==> config.mk <==
export PLATFORM = sky130hd
export DESIGN_NAME = periph_guard
export DESIGN_NICKNAME = d
export VERILOG_FILES = /design/src/rtl/pg_pkg.sv /design/src/rtl/pg_reg_bank.sv /design/src/rtl/pg_perm_decode.sv /design/src/rtl/pg_access_check.sv /design/src/rtl/periph_guard.sv
export SDC_FILE = /design/constraint.sdc
export NUM_CORES = 1
export LEC_CHECK = 0
export BUFFER_PORTS_ARGS = -buffer_cell sky130_fd_sc_hd__buf_2
export CAP_MARGIN = 10
export CORE_ASPECT_RATIO = 1.5
export CORE_MARGIN = 1
export CORE_UTILIZATION = 35
export DETAILED_ROUTE_END_ITERATION = 16
export SKIP_CTS_REPAIR_TIMING = 1
export SLEW_MARGIN = 40
export SYNTH_ARGS = -nofsm -noshare
export SYNTH_HDL_FRONTEND = slang
export SYNTH_SLANG_ARGS = --single-unit
==> constraint.sdc <==
create_clock -name clk -period 2.1 [get_ports clk]
set_clock_uncertainty 0.1 [all_clocks]
set_input_delay 0 -clock clk [delete_from_list [all_inputs] [get_ports clk]]
set_output_delay 0 -clock clk [all_outputs]
set_load 0.1 [all_outputs]
==> src/rtl/pg_pkg.sv <==
package pg_pkg;

  localparam int REG_W  = 8;
  localparam int CODE_W = 3;

  typedef struct packed {
    logic sup_rd;
    logic sup_wr;
    logic usr_rd;
    logic usr_wr;
  } perm_t;

  // pick one of the two code fields of a control byte
  function automatic logic [CODE_W-1:0] field_code(input logic [REG_W-1:0] r, input logic upper);
    return upper ? r[6:4] : r[2:0];
  endfunction

  // either lock bit freezes the whole byte
  function automatic logic lock_set(input logic [REG_W-1:0] r);
    return r[7] | r[3];
  endfunction

  function automatic perm_t decode_code(input logic [CODE_W-1:0] code);
    perm_t p;
    case (code)
      3'b000:  p = '{sup_rd: 1'b1, sup_wr: 1'b1, usr_rd: 1'b0, usr_wr: 1'b0};
      3'b001:  p = '{sup_rd: 1'b1, sup_wr: 1'b0, usr_rd: 1'b0, usr_wr: 1'b0};
      3'b010:  p = '{sup_rd: 1'b1, sup_wr: 1'b0, usr_rd: 1'b1, usr_wr: 1'b0};
      3'b011:  p = '{sup_rd: 1'b1, sup_wr: 1'b0, usr_rd: 1'b0, usr_wr: 1'b0};
      3'b100:  p = '{sup_rd: 1'b1, sup_wr: 1'b1, usr_rd: 1'b1, usr_wr: 1'b1};
      3'b101:  p = '{sup_rd: 1'b1, sup_wr: 1'b1, usr_rd: 1'b1, usr_wr: 1'b0};
      3'b110:  p = '{sup_rd: 1'b1, sup_wr: 1'b1, usr_rd: 1'b1, usr_wr: 1'b1};
      default: p = '0;
    endcase
    return p;
  endfunction

  function automatic logic pick_right(input perm_t p, input logic sup, input logic wr);
    logic r;
    case ({sup, wr})
      2'b11:   r = p.sup_wr;
      2'b10:   r = p.sup_rd;
      2'b01:   r = p.usr_wr;
      default: r = p.usr_rd;
    endcase
    return r;
  endfunction

endpackage

==> src/rtl/pg_reg_bank.sv <==
module pg_reg_bank
  import pg_pkg::*;
#(
  parameter int                NUM_REGS = 3,
  parameter int                ADDR_W   = 8,
  parameter logic [ADDR_W-1:0] BASE     = 8'h24
) (
  input  logic                             clk,
  input  logic                             rst_n,
  input  logic                             bus_valid,
  input  logic                             bus_write,
  input  logic [ADDR_W-1:0]                bus_addr,
  input  logic [REG_W-1:0]                 bus_wdata,
  output logic [NUM_REGS-1:0][REG_W-1:0]   regs_q,
  output logic                             rsp_valid,
  output logic                             rsp_err,
  output logic [REG_W-1:0]                 rsp_rdata,
  output logic                             addr_hit,
  output logic                             wr_blocked,
  output logic                             wr_commit
);

  localparam int                IDX_W  = (NUM_REGS > 1) ? $clog2(NUM_REGS) : 1;
  localparam logic [ADDR_W-1:0] NREG_A = ADDR_W'(NUM_REGS);

  logic [ADDR_W-1:0] off;
  logic [IDX_W-1:0]  idx;
  logic [REG_W-1:0]  sel_q;
  logic              sel_locked;
  logic              rd_ok;

  assign off      = bus_addr - BASE;
  assign addr_hit = (off < NREG_A);
  assign idx      = off[IDX_W-1:0];

  always_comb begin
    sel_q = '0;
    for (int i = 0; i < NUM_REGS; i++) begin
      if (idx == IDX_W'(i)) sel_q = regs_q[i];
    end
  end

  assign sel_locked = lock_set(sel_q);
  assign wr_blocked = bus_valid & bus_write & addr_hit & sel_locked;
  assign wr_commit  = bus_valid & bus_write & addr_hit & ~sel_locked;
  assign rd_ok      = bus_valid & ~bus_write & addr_hit;

  for (genvar g = 0; g < NUM_REGS; g++) begin : g_reg
    always_ff @(posedge clk or negedge rst_n) begin
      if (!rst_n) begin
        regs_q[g] <= '0;
      end else if (wr_commit && (idx == IDX_W'(g))) begin
        regs_q[g] <= bus_wdata;
      end
    end
  end

  always_ff @(posedge clk or negedge rst_n) begin
    if (!rst_n) begin
      rsp_valid <= 1'b0;
      rsp_err   <= 1'b0;
      rsp_rdata <= '0;
    end else begin
      rsp_valid <= bus_valid;
      rsp_err   <= bus_valid & (~addr_hit | wr_blocked);
      rsp_rdata <= rd_ok ? sel_q : '0;
    end
  end

endmodule

==> src/rtl/pg_perm_decode.sv <==
module pg_perm_decode
  import pg_pkg::*;
#(
  parameter int NUM_REGS = 3,
  parameter int SLOT_W   = 3
) (
  input  logic [NUM_REGS-1:0][REG_W-1:0]      regs_q,
  output perm_t [(1<<SLOT_W)-1:0]              slot_perm,
  output logic  [(1<<SLOT_W)-1:0][CODE_W-1:0] slot_code
);

  localparam int NUM_SLOTS = 2 * NUM_REGS;
  localparam int SLOT_CAP  = 1 << SLOT_W;

  for (genvar s = 0; s < SLOT_CAP; s++) begin : g_slot
    if (s < NUM_SLOTS) begin : g_live
      assign slot_code[s] = field_code(regs_q[s/2], (s % 2) == 1);
      assign slot_perm[s] = decode_code(slot_code[s]);
    end else begin : g_absent
      // unpopulated slot: behaves as the no-access code
      assign slot_code[s] = '1;
      assign slot_perm[s] = '0;
    end
  end

endmodule

==> src/rtl/pg_access_check.sv <==
module pg_access_check
  import pg_pkg::*;
#(
  parameter int SLOT_W = 3
) (
  input  perm_t [(1<<SLOT_W)-1:0]              slot_perm,
  input  logic  [(1<<SLOT_W)-1:0][CODE_W-1:0] slot_code,
  input  logic  [SLOT_W-1:0]                   chk_slot,
  input  logic                                 chk_super,
  input  logic                                 chk_write,
  output logic                                 chk_allow,
  output logic  [CODE_W-1:0]                   sel_code
);

  perm_t sel_perm;

  assign sel_perm  = slot_perm[chk_slot];
  assign sel_code  = slot_code[chk_slot];
  assign chk_allow = pick_right(sel_perm, chk_super, chk_write);

endmodule

==> src/rtl/periph_guard.sv <==
module periph_guard
  import pg_pkg::*;
#(
  parameter int                NUM_REGS    = 3,
  parameter int                ADDR_W      = 8,
  parameter int                SLOT_W      = 3,
  parameter logic [ADDR_W-1:0] BASE_OFFSET = 8'h24
) (
  input  logic              clk,
  input  logic              rst_n,
  input  logic              bus_valid,
  input  logic              bus_write,
  input  logic [ADDR_W-1:0] bus_addr,
  input  logic [7:0]        bus_wdata,
  output logic              rsp_valid,
  output logic              rsp_err,
  output logic [7:0]        rsp_rdata,
  input  logic [SLOT_W-1:0] chk_slot,
  input  logic              chk_super,
  input  logic              chk_write,
  output logic              chk_allow
);

  localparam int SLOT_CAP = 1 << SLOT_W;

  logic [NUM_REGS-1:0][REG_W-1:0]   regs_q;
  logic                             addr_hit;
  logic                             wr_blocked;
  logic                             wr_commit;
  perm_t [SLOT_CAP-1:0]             slot_perm;
  logic  [SLOT_CAP-1:0][CODE_W-1:0] slot_code;
  logic  [CODE_W-1:0]               sel_code;

  pg_reg_bank #(
    .NUM_REGS (NUM_REGS),
    .ADDR_W   (ADDR_W),
    .BASE     (BASE_OFFSET)
  ) u_bank (
    .clk        (clk),
    .rst_n      (rst_n),
    .bus_valid  (bus_valid),
    .bus_write  (bus_write),
    .bus_addr   (bus_addr),
    .bus_wdata  (bus_wdata),
    .regs_q     (regs_q),
    .rsp_valid  (rsp_valid),
    .rsp_err    (rsp_err),
    .rsp_rdata  (rsp_rdata),
    .addr_hit   (addr_hit),
    .wr_blocked (wr_blocked),
    .wr_commit  (wr_commit)
  );

  pg_perm_decode #(
    .NUM_REGS (NUM_REGS),
    .SLOT_W   (SLOT_W)
  ) u_decode (
    .regs_q    (regs_q),
    .slot_perm (slot_perm),
    .slot_code (slot_code)
  );

  pg_access_check #(
    .SLOT_W (SLOT_W)
  ) u_check (
    .slot_perm (slot_perm),
    .slot_code (slot_code),
    .chk_slot  (chk_slot),
    .chk_super (chk_super),
    .chk_write (chk_write),
    .chk_allow (chk_allow),
    .sel_code  (sel_code)
  );

endmodule

## After elaboration in Yosys (flattened, before gate mapping)

Index checks and enable logic that the tools add are counted.

- Register bits after elaboration: 34
- Latch bits: 0
- RAM bits: 0
- Bits in read-only memories: 0
- Bits of input ports: 25
- Output and inout bits: 11
- Word-level logic and storage cells: 97
- Memories kept: 0

- Add/sub/neg operators: 1
- Multipliers: 0
- Div/mod/pow operators: 0
- Order comparisons: 2
- Equal/unequal tests: 41
- Shift operators: 0
- Muxes and demuxes: 13
- Bitwise gates (word level): 12
- Reductions and logical operators: 22

Operator list:

| cell | count |
|---|---|
| $pmux 4 s5 | 6 |
| $eq 3x3->1 const B | 18 |
| $eq 3x2->1 const B | 12 |
| $mux 8 | 4 |
| $reduce_or 2->1 | 12 |
| $eq 3x1->1 const B | 6 |
| $logic_not 3->1 | 6 |
| $bmux 4 s3 | 1 |
| $lt 8x2->1 const B | 1 |
| $sub 8x6->8 const B | 1 |
| $and 1x1->1 | 7 |
| $eq 2x2->1 const B | 3 |
| $eq 2x1->1 const B | 2 |
| $lt 3x4->1 const B | 1 |
| $mux 4 | 1 |
| $logic_and 1x1->1 | 3 |
| $not 1->1 | 3 |
| $pmux 1 s3 | 1 |
| $logic_not 2->1 | 1 |
| $or 1x1->1 | 2 |

## Longest topological paths before layout

Gate-level depths: netlist (run 1).

- Depth in word-level cells: 9
- Mapped depth: 7
- Depth with buffers taken out: 5

## Hierarchy

A second synthesis (run 1) with hierarchy kept.

- Cells, all modules: 230
- Area total of the unflattened synthesis: 2516.2 um2

By module, submodules not included:

| module | instances | cells each | area an instance (um2) | sequential area each (um2) |
|---|---|---|---|---|
| pg_reg_bank | 1 | 107 | 1510.2 | 850.8 |
| pg_access_check | 1 | 51 | 525.5 | 0.0 |
| pg_perm_decode | 1 | 72 | 480.5 | 0.0 |

## Worst setup path after synthesis (run 1)

OpenSTA, ideal clock, no wires.

- Path type: reg2out
- Start point: reg u_bank.regs_q[21] (netlist bit)
- End point: out chk_allow
- Data arrival time: 2.736 ns
- Data required time: 2.000 ns
- Slack: -0.736 ns
- Stages on the path, launching flop included: 6
- Buffers on the path: 0
- Cells stage by stage: dfrtp_1 > nand2_1 > o21ai_0 > mux4_2 > o22a_1 > a22oi_1

- Cells in the longest elaborated chain, start to end: 6
- Elaborated cells on any way between the ends: 13
- Those cells by class: eq/ne: 6; mux: 4; reduce/logical: 3

RTL lines:

| what | line | text |
|---|---|---|
| start: declaration | pg_reg_bank.sv:14 | `output logic [NUM_REGS-1:0][REG_W-1:0] regs_q,` |
| start signal: indexed assignment | pg_reg_bank.sv:53 | `regs_q[g] <= bus_wdata;` |
| $eq 3x3->1, or another cell as far along | pg_pkg.sv:25 | `case (code)` |
| $reduce_or 2->1 (no source line) | n/a |  |
| $pmux 4 s5 (*) | pg_pkg.sv:25 |  |
| $bmux 4 s3 (*) | pg_access_check.sv:17 | `assign sel_perm = slot_perm[chk_slot];` |
| $mux 4 (not written as such) (*) | pg_access_check.sv:17 |  |
| $pmux 1 s3 (*) | pg_pkg.sv:40 | `case ({sup, wr})` |
| end: declaration | periph_guard.sv:21 | `output logic chk_allow` |

Every way passes the cells marked *; elsewhere a longest branch is shown, timed or not. The select of a mux whose other input is x is not followed.

## Worst setup path after layout (run 1)

- Start point: reg u_bank.regs_q[16] (netlist bit)
- End point: out chk_allow

The elaborated chain is that of the path after synthesis.

==> summary.md, run 1 <==
| Metric | Value |
|---|---|
| Status | `complete, but fails checks` |
| Failing checks | `hold timing, setup timing` |
| Cell taking the most area after synthesis | `dfrtp_1` |
| DR pass1 iterations | `4` |
| Design area | `2415 um^2` |
| Via/cell ratio | `5.269` |
| Root Driver | `clkbuf_8` |
| Post-Syn Area | `around 1800 um^2` |
| Hold path startpoint | `bus_addr[7]` |
| Final Hold Viols | `1` |
| DRT iter0 DRCs | `60` |
| I/O pins | `36` |
| Setup slack after layout | `-0.04127 ns` |
| Worst slew margin | `0.6717` |
| RSZ-0062 raised after global routing | `yes` |
| Initial Util | `0.3719` |
| CP arrival | `2.04 ns` |
| Synth Area in Compound Gates | `0.1694` |
| Port buffer count | `35` |
| Worst-path clk slew | `about 0.07 ns` |
| Flip-flop and latch count after synthesis | `34` |
| Antenna fix cells | `0` |
| Adder-cell share of the synthesized area | `0.005464` |
| Chip height | `90.60 um` |
| Final setup viols | `1` |
| Post-detail-place hpwl | `3.182 mm` |
| VDD IR max | `0.5581 mV` |
| Initial antenna violation count | `0` |
| Routed via count | `1565` |
| CP endpoint kind | `output port` |
| Largest net degree at the start of global routing | `35` |
| Max FO, Critical Path | `7` |
| Post-Syn Nets | `197` |
| Vias in the first global route | `between 1500 and 2000` |
| Min-Delay Path Depth | `3` |
| Cell variety after synth | `42` |
| Mux contribution to synthesized area | `0.1721` |
| P per Cell Area | `about 600 nW/um^2` |
| Layout cell share with drive strength beyond 1 | `0.3550` |
| LEAKAGE | `1.121 nW` |
| Final core occ | `0.4902` |
| First-pass GRT wire length | `between 6 and 7 mm` |
| # nets final | `~260` |
| Seq/Total Area, Yosys | `0.4645` |
| FF-to-FF Start | `u_bank.regs_q[11]` |
| Clock tree from TritonCTS | `yes` |
| FF-to-FF End | `u_bank.regs_q[18]` |
| Worst EP required | `around 2.0 ns` |
| Clk_lat worst skew | `0.29 ns` |
| DRC Markers | `0` |
| WL/cell | `around 14 um` |
| Gpl congestion | `approximately 0.80` |
| Total gr overflow | `0` |
| DP Worst Slack | `roughly 0.037 ns` |
| Max frequency | `467.0 MHz` |
| Final Cycle Share | `1.020` |
| Die ar. | `approximately 5500 um^2` |
| Cts bufs inserted | `5` |
| H-tree depth | `2` |
| Pins Over Slew Limit | `0` |
| Max_cap viols | `0` |
| Startpoint types | `flip-flop` |
| Max clock buf depth | `2` |
| Critical path type | `reg2out` |
| Final ANT Viol Nets | `0` |
| Total global-route track usage | `0.1717` |
| DRT Wirelength | `~4.3 mm` |
| Largest family of logic cells by synthesized area | `multiplexers` |
| Synth-to-layout area growth | `31.83%` |
| Avg Inst Size Synth | `between 10 and 15 um^2` |
| Hold WS | `-0.03086 ns` |
| Simple-gate share of the synthesized area | `0.1592` |
| Post-synthesis xor/xnor area fraction | `0` |
| Hold Path Class | `in2reg` |
| Setup TNS | `-0.04127 ns` |
| Core ar. | `4926 um^2` |
| Least-Margin Pin Slew | `between 0.4 and 0.5 ns` |
| WHS Endpoint | `u_bank.rsp_err` |
| # rows | `31` |
| Post-layout minimum cycle time | `2.141 ns` |
| Top area cells in the synthesized netlist | `dfrtp_1, mux2_2, mux2i_1, nor2_1, nand2_1` |
| Share of Yosys cell area claimed by the top area cell type | `0.4645` |
| Flop2flop setup slack | `roughly 0.12 ns` |
| Clock sink count | `34` |
| DP Area | `between 2000 and 2500 um^2` |
| Post-Synthesis Cells | `between 150 and 200` |
| Die Wd | `a little over 60 um` |
| Synthesis Warnings | `0` |
| R2R cell count | `6` |
-- Yosys cell counts --
cell,instances
and3b_1,1
maj3_1,1
a31oi_1,2
nor3_4,3
nand2_1,13
a2bb2oi_1,2
buf_6,1
buf_1,1
nand2_2,2
dfrtp_1,34
nor3b_1,1
a211oi_1,3
o21a_1,1
buf_2,1
a21o_1,6
a21boi_0,2
mux2_1,2
clkbuf_1,3
nand2b_1,1
a2111oi_0,2
mux2i_1,9
nand3_1,3
o21ai_0,6
o22a_1,1
o211ai_1,2
mux4_2,1
nor3_1,3
a22oi_1,1
o32a_1,1
nor2_1,21
inv_1,6
nand3b_1,1
o221ai_1,3
nand4_1,1
a2111oi_4,1
a21oi_1,8
nor2b_1,1
mux2_2,16
or2_2,1
nand4bb_1,1
o31ai_1,1
nor4_1,2
-- per-layer routing --
metal,share of wire,track usage,vias to the layer above
li1,-,-,750
met1,0.41,0.2067,772
met5,0,0,-
met2,0.54,0.2871,37
met4,0.018,0.07576,0
met3,0.031,0.03009,6
-- worst max path at each step --
| stage | to | startpoint | cells after the start | slack, ns |
|---|---|---|---|---|
| after floorplan | chk_allow | u_bank.regs_q[21] | 5 | -0.12 |
| after global placement | u_bank.regs_q[9] | u_bank.regs_q[11] | 5 | 0.07 |
| after detailed placement | u_bank.regs_q[13] | u_bank.regs_q[11] | 5 | 0.04 |
| after CTS | chk_allow | u_bank.regs_q[21] | 6 | -0.06 |
| after global routing | chk_allow | u_bank.regs_q[5] | 6 | -0.15 |
| final | chk_allow | u_bank.regs_q[16] | 6 | -0.04 |
-- stage by stage --
stage | instances | power [mW]
4_1_cts | 280 | 1.444
2_1_floorplan | 172 | 0.7867
5_1_grt | 297 | 1.516
3_3_place_gp | 272 | 0.8617
3_5_place_dp | 272 | 0.8629
6_report | 297 | 1.458
-- cell type report --
cell class | count | area, um^2
clock buffers | 7 | 76.32
repair buffers | 57 | 410.4
inverters | 6 | 22.52
well taps | 66 | 82.58
clock inverters | 1 | 30.03
fillers | 472 | 2511
flip-flops and latches | 34 | 854.6
multi-input cells | 126 | 938.4
-- worst max-delay path, stage by stage, from the launching register on --
cell	delay, ns
dfrtp_1	0.46
nand2_1	0.08
o21ai_0	0.07
mux4_2	0.46
o22a_1	0.23
a22oi_2	0.24
buf_12	0.21
-- layout by cell type (no fill, tap or decap), types with 3 or more instances in the layout --
master         count
o221ai_1           3
nor2_1            21
buf_4             10
a211oi_1           3
mux2i_1            9
buf_12             3
dlygate4sd3_1     11
dfrtp_2            3
nor3_4             3
mux2_2            16
nand2_2            4
nand2_1           11
dfrtp_1           31
a21oi_1            8
clkbuf_8           5
nor3_1             3
buf_2             33
inv_1              6
nand3_1            3
o21ai_0            4
a21o_1             6
-- registers in the layout, summed over array words and instances (netlist names) --
name	count
u_bank.regs_q	24
u_bank.rsp_err	1
u_bank.rsp_rdata	8
u_bank.rsp_valid	1
-- power by group --
part	internal, mW	switching (mW)
Clock	0.355	0.233
Combinational	0.0785	0.110
Sequential	0.667	0.0133
-- kinds of logic after synthesis --
group / after synthesis
adder cells (fa/ha/maj): 1
flip-flops: 34
AO/OA/AOI/OAI: 42
multiplexers: 28
AND/OR/NAND/NOR: 55
buffers and inverters: 12
(Power assumes the default switching activity.)
==> run 2: changes to the inputs <==
--- a/config.mk
+++ b/config.mk
@@ -6,12 +6,14 @@
 export NUM_CORES = 1
 export LEC_CHECK = 0
 export BUFFER_PORTS_ARGS = -buffer_cell sky130_fd_sc_hd__buf_2
-export CAP_MARGIN = 10
+export CAP_MARGIN = 40
 export CORE_ASPECT_RATIO = 1.5
 export CORE_MARGIN = 1
 export CORE_UTILIZATION = 35
 export DETAILED_ROUTE_END_ITERATION = 16
+export REMOVE_ABC_BUFFERS = 1
 export SKIP_CTS_REPAIR_TIMING = 1
+export SKIP_LAST_GASP = 1
 export SLEW_MARGIN = 40
 export SYNTH_ARGS = -nofsm -noshare
 export SYNTH_HDL_FRONTEND = slang
==> run 2 against run 1 <==
  * The flow now finishes without violations
  * Non-clock buffer count rose by 1
  * Sequential cell count did not move
  * Global-route usage fell by 0.085 points
  * Utilization fell by 0.15 points
  * Clock-buffer cell count did not move
  * First-iteration DRC count fell by 25%
  * Final cell count rose by 0.34%
  * Cell area fell by 0.31%
  * Sequential share of layout area rose by 0.11 points
  * Power fell by 6.7%
  * Worst hold slack improved by 0.12 ns
  * Largest power group unchanged
==> summary.md, run 2 (synthesis gave the netlist of run 1 again) <==
| Metric | Value |
|---|---|
| VDD IR max | `~0.51 mV` |
| Clock tree from TritonCTS | `yes` |
| I/O pins | `36` |
| DP Worst Slack | `between 0.06 and 0.07 ns` |
| Pins Over Slew Limit | `0` |
| Clock sink count | `34` |
| Hold Path Class | `in2async` |
| # rows | `31` |
| Fillcell total | `between 400 and 500` |
| Post-detail-place hpwl | `between 3 and 4 mm` |
| Worst EP required | `about 2.0 ns` |
| Least-Margin Pin Slew | `a little over 0.5 ns` |
| Hold WS | `around 0.086 ns` |
| Worst slew margin | `0.6612` |
| Critical path type | `reg2out` |
| DRC Markers | `0` |
| Initial Util | `0.3719` |
| Vias in the first global route | `1463` |
| DRT Wirelength | `~4.3 mm` |
| Gpl congestion | `around 0.83` |
| Cts bufs inserted | `5` |
| Root Driver | `clkbuf_8` |
| Max frequency | `roughly 480 MHz` |
| Port buffer count | `35` |
| # nets final | `~260` |
| WL/cell | `14.48 um` |
| Setup slack after layout | `roughly 0.0063 ns` |
| LEAKAGE | `1.118 nW` |
| First-pass GRT wire length | `about 7 mm` |
| Chip height | `just over 90 um` |
| Max clock buf depth | `2` |
| Synth-to-layout area growth | `31.42%` |
| Worst-path clk slew | `0.07 ns` |
| Via/cell ratio | `between 5 and 6` |
| Die ar. | `roughly 5500 um^2` |
| Final ANT Viol Nets | `0` |
| Layout cell share with drive strength beyond 1 | `0.3707` |
| CP endpoint kind | `output port` |
| Core ar. | `between 4000 and 5000 um^2` |
| Total gr overflow | `0` |
| P per Cell Area | `about 560 nW/um^2` |
| RSZ-0062 raised after global routing | `yes` |
| Antenna fix cells | `0` |
| Final Cycle Share | `0.9970` |
| Clk_lat worst skew | `roughly 0.28 ns` |
| CP arrival | `slightly below 2 ns` |
| Biggest regs | `u_bank.regs_q (24), u_bank.rsp_rdata (8)` |
| DR pass1 iterations | `4` |
| Top reg by flops | `u_bank.regs_q` |
| Post-layout minimum cycle time | `between 2 and 2.5 ns` |
| Status | `finished clean` |
| Die Wd | `about 61 um` |
| H-tree depth | `2` |
| Max FO, Critical Path | `4` |
| Final core occ | `0.4887` |
| Largest net degree at the start of global routing | `35` |
| DRT iter0 DRCs | `between 40 and 50` |
| Max_cap viols | `0` |
| Final Hold Viols | `0` |
| Initial antenna violation count | `0` |
| Final setup viols | `0` |
| Startpoint types | `flip-flop` |
| Total global-route track usage | `0.1709` |
| Routed via count | `roughly 1600` |
| Max reg flops | `24` |
| Commonest non-fill, non-tap cell in the layout | `buf_2` |
| Commonest non-fill, non-tap cells in the layout | `buf_2, dfrtp_1, nor2_1` |
[run 2: cell type report]
type	instances	area, um^2	share of cell area
repair buffers	58	401.6	0.1668
clock buffers	7	86.33	0.03586
multi-input cells	126	954.7	0.3966
flip-flops and latches	34	854.6	0.3550
clock inverters	1	5.005	0.002079
inverters	6	22.52	0.009356
well taps	66	82.58	0.03430
[run 2: worst paths after layout]
path	cells after the start	end	startpoint	slack [ns]
worst max-delay path	6	chk_allow	u_bank.regs_q[21]	0.006
worst min-delay path	2	u_bank.rsp_rdata[3]	rst_n	0.09
worst max register to register	5	u_bank.regs_q[9]	u_bank.regs_q[11]	0.15
worst min register to register	1	u_bank.regs_q[3]	u_bank.regs_q[3]	0.36
max in group asynchronous	2	u_bank.regs_q[4]	rst_n	1.49
min in group clk	4	u_bank.rsp_rdata[0]	bus_addr[1]	0.09
[run 2: critical path, stage by stage, from the launching register on]
cell and delay (ns):
dfrtp_1 0.43, nand2_2 0.10, o21ai_2 0.07, mux4_2 0.47, o22a_1 0.23, a22oi_2 0.21, buf_12 0.20
[run 2: metrics by stage]
step / cell area [um^2] / std cells / TNS, ns / power (mW)
final: 2407 / 298 / 0 / 1.359
after global routing: 2407 / 298 / -0.08377 / 1.434
after CTS: 2225 / 283 / -0.1511 / 1.357
after detailed placement: 2133 / 275 / 0 / 0.8625
after global placement: 2133 / 275 / 0 / 0.8623
after floorplan: 1800 / 166 / -0.7361 / 0.7725
[run 2: where the power goes]
part	total (mW)	switching (mW)	internal (mW)	leakage, nW
logic	0.195	0.114	0.0809	0.606
registers	0.680	0.0129	0.667	0.464
clock network	0.485	0.220	0.264	0.0482
[run 2: metal layers]
layer,vias to the layer above,part of all wire,track usage
met5,-,0,0
met1,756,0.40,0.2088
met3,13,0.046,0.04298
li1,750,-,-
met2,42,0.51,0.2708
met4,0,0.034,0.08333
==> run 3: changes to the inputs <==
--- a/config.mk
+++ b/config.mk
@@ -5,12 +5,12 @@
 export SDC_FILE = /design/constraint.sdc
 export NUM_CORES = 1
 export LEC_CHECK = 0
-export BUFFER_PORTS_ARGS = -buffer_cell sky130_fd_sc_hd__buf_2
 export CAP_MARGIN = 40
 export CORE_ASPECT_RATIO = 1.5
 export CORE_MARGIN = 1
 export CORE_UTILIZATION = 35
 export DETAILED_ROUTE_END_ITERATION = 16
+export DONT_BUFFER_PORTS = 1
 export REMOVE_ABC_BUFFERS = 1
 export SKIP_CTS_REPAIR_TIMING = 1
 export SKIP_LAST_GASP = 1
==> run 3 against run 2 <==
  * The run now ends with hold timing, setup timing left
  * First-iteration DRC count up 60%
  * Final cell count is 8.1% lower
  * Cell area decreased by 2.6%
  * Global-route usage is 0.74 points lower
  * Setup slack got worse by 0.016 ns
  * Critical path type unchanged
  * Largest cell class unchanged
==> summary.md, run 3 (synthesis gave the netlist of run 1 again) <==
| Metric | Value |
|---|---|
| Port buffer count | `0` |
| Seq pwr share | `0.525` |
| FF-to-FF End | `u_bank.regs_q[9]` |
| Worst EP required | `2.00 ns` |
| Max frequency | `approximately 470 MHz` |
| # nets final | `232` |
| Total gr overflow | `0` |
| Final setup viols | `1` |
| DRC Markers | `0` |
| Flop2flop setup slack | `roughly 0.16 ns` |
| P per Cell Area | `between 500 and 600 nW/um^2` |
| Final Hold Viols | `2` |
| DR pass1 iterations | `4` |
| Top reg by flops | `u_bank.regs_q` |
| Commonest non-fill, non-tap cell in the layout | `dfrtp_1` |
| Antenna fix cells | `0` |
| Design Power | `1.327 mW` |
| Combinational share of power | `0.111` |
| Layout cell share with drive strength beyond 1 | `0.2885` |
| Clock sink count | `34` |
| Cell depth of the worst setup path | `6` |
| # rows | `31` |
| VDD IR max | `~0.65 mV` |
| CP Cell Sequence | `nand2_2, o21ai_2, mux4_2, o22a_1, a22oi_2, buf_12` |
| LEAKAGE | `between 1 and 1.5 nW` |
| Cts bufs inserted | `5` |
| Hold Path Class | `in2reg` |
| Crit-path leading delay family | `compound AO/OA/AOI/OAI gates` |
| Final ANT Viol Nets | `0` |
| Slowest-stage cell, CP | `dfrtp_2` |
| Synth-to-layout area growth | `28.01%` |
| FF-to-FF Start | `u_bank.regs_q[11]` |
| Biggest regs | `u_bank.regs_q (24), u_bank.rsp_rdata (8)` |
| DRT Wirelength | `between 4 and 5 mm` |
| Worst-path clk slew | `about 0.060 ns` |
| Setup slack after layout | `-0.009315 ns` |
| Slowest stage delay, CP | `0.45 ns` |
| R2R cell count | `5` |
| Status | `complete, but fails checks` |
| Reg area | `~860 um^2` |
| Max reg flops | `24` |
| Worst slew margin | `0.4122` |
| Failing checks | `hold timing, setup timing` |
| Largest net degree at the start of global routing | `35` |
| Clk network pwr share | `0.365` |
| Setup crit end | `chk_allow` |
| Hold WS | `-0.06005 ns` |
| Chip height | `~90 um` |
| I/O pins | `36` |
| Startpoint types | `flip-flop` |
| Clock tree from TritonCTS | `yes` |
| Routed via count | `approximately 1500` |
| Least-Margin Pin Slew | `roughly 0.88 ns` |
| Clk_lat worst skew | `0.28 ns` |
| Via/cell ratio | `5.365` |
| Internal power | `between 1 and 1.5 mW` |
| Root Driver | `clkbuf_8` |
| Core ar. | `slightly below 5000 um^2` |
| Die Wd | `61.07 um` |
| Critical path type | `reg2out` |
| CP endpoint kind | `output port` |
| Commonest non-fill, non-tap cells in the layout | `dfrtp_1, nor2_1, dlygate4sd3_1` |
| RSZ-0062 raised after global routing | `yes` |
| Max FO, Critical Path | `5` |
| Switch Pwr | `~0.32 mW` |
| Post-layout minimum cycle time | `2.109 ns` |
| Initial antenna violation count | `0` |
| Final Cycle Share | `1.004` |
| Initial Util | `0.3719` |
| DRT iter0 DRCs | `between 70 and 80` |
| H-tree depth | `2` |
| Gpl congestion | `0.8803` |
| Die ar. | `approximately 5500 um^2` |
| Vias in the first global route | `between 1000 and 1500` |
| Pins Over Slew Limit | `0` |
| Multi-input gate area | `between 900 and 1000 um^2` |
| Total global-route track usage | `0.1635` |
| Max_cap viols | `0` |
| Fillcell total | `around 470` |
| Final core occ | `0.4760` |
| CP arrival | `between 2 and 2.5 ns` |
| Setup crit start | `u_bank.regs_q[5]` |
| First-pass GRT wire length | `~6.7 mm` |
| WL/cell | `between 15 and 20 um` |
| Max clock buf depth | `2` |
| Switching share of power | `0.2440` |
| Worst path bufs/invs | `1` |
| Post-detail-place hpwl | `roughly 3.1 mm` |
[run 3: cell count changes in the layout (fill, tap and decap cells not counted), moves of 2 or more]
| cell | change |
|---|---|
| buf_2 | -33 |
| buf_4 | +2 |
| dfrtp_1 | -5 |
| dfrtp_2 | +5 |
| dlygate4sd3_1 | +7 |
[run 3: power groups by stage]
| stage | clock network, mW | registers, mW | logic [mW] |
|---|---|---|---|
| 5_1_grt | 0.533 | 0.698 | 0.159 |
| 3_5_place_dp | 0 | 0.707 | 0.0902 |
| 3_3_place_gp | 0 | 0.707 | 0.0884 |
| 4_1_cts | 0.498 | 0.695 | 0.0906 |
| 6_report | 0.484 | 0.697 | 0.147 |
| 2_1_floorplan | 0 | 0.704 | 0.0690 |
[run 3: worst register-to-register path: stages (launching register included)]
cell	delay [ns]
dfrtp_1	0.37
mux2i_1	0.15
a2bb2oi_1	0.27
nand2_2	0.18
nor3_4	0.37
mux2_2	0.39
[run 3: worst min path at each step]
stage,start,end,slack [ns],depth (start not counted)
6_report,bus_addr[0],u_bank.rsp_rdata[4],-0.06,4
4_1_cts,rst_n,u_bank.rsp_rdata[0],-0.70,0
2_1_floorplan,rst_n,u_bank.regs_q[0],-0.40,0
3_3_place_gp,rst_n,u_bank.rsp_rdata[5],-0.39,0
3_5_place_dp,rst_n,u_bank.regs_q[15],-0.39,0
5_1_grt,bus_addr[0],u_bank.rsp_rdata[4],0.008,4
[run 3: final cells by class]
cell class                 instances  area share
multi-input combinational        126      0.4082
tap                               66     0.03522
sequential                        34      0.3671
timing repair buffer              34      0.1409
inverter                           6    0.009605
clock inverter                     1    0.002134
clock buffer                       7     0.03682
[run 3: metrics by stage]
step / instances / TNS (ns) / area (um^2) / setup slack (ns)
2_1_floorplan: 166 / -0.7361 / 1800 / -0.7361
3_3_place_gp: 240 / 0 / 1961 / 0.1968
3_5_place_dp: 240 / 0 / 1961 / 0.1294
4_1_cts: 248 / -0.1139 / 2052 / -0.1139
5_1_grt: 274 / -0.07692 / 2345 / -0.07692
6_report: 274 / -0.009315 / 2345 / -0.009315
[run 3: layer usage]
layer  up-vias  part of all wire  global-route usage
li1        703                 -                   -
met5         -                 0                   0
met2        44              0.54              0.2717
met4         0             0.017             0.06250
met1       716              0.39              0.1911
met3         7             0.052             0.04728
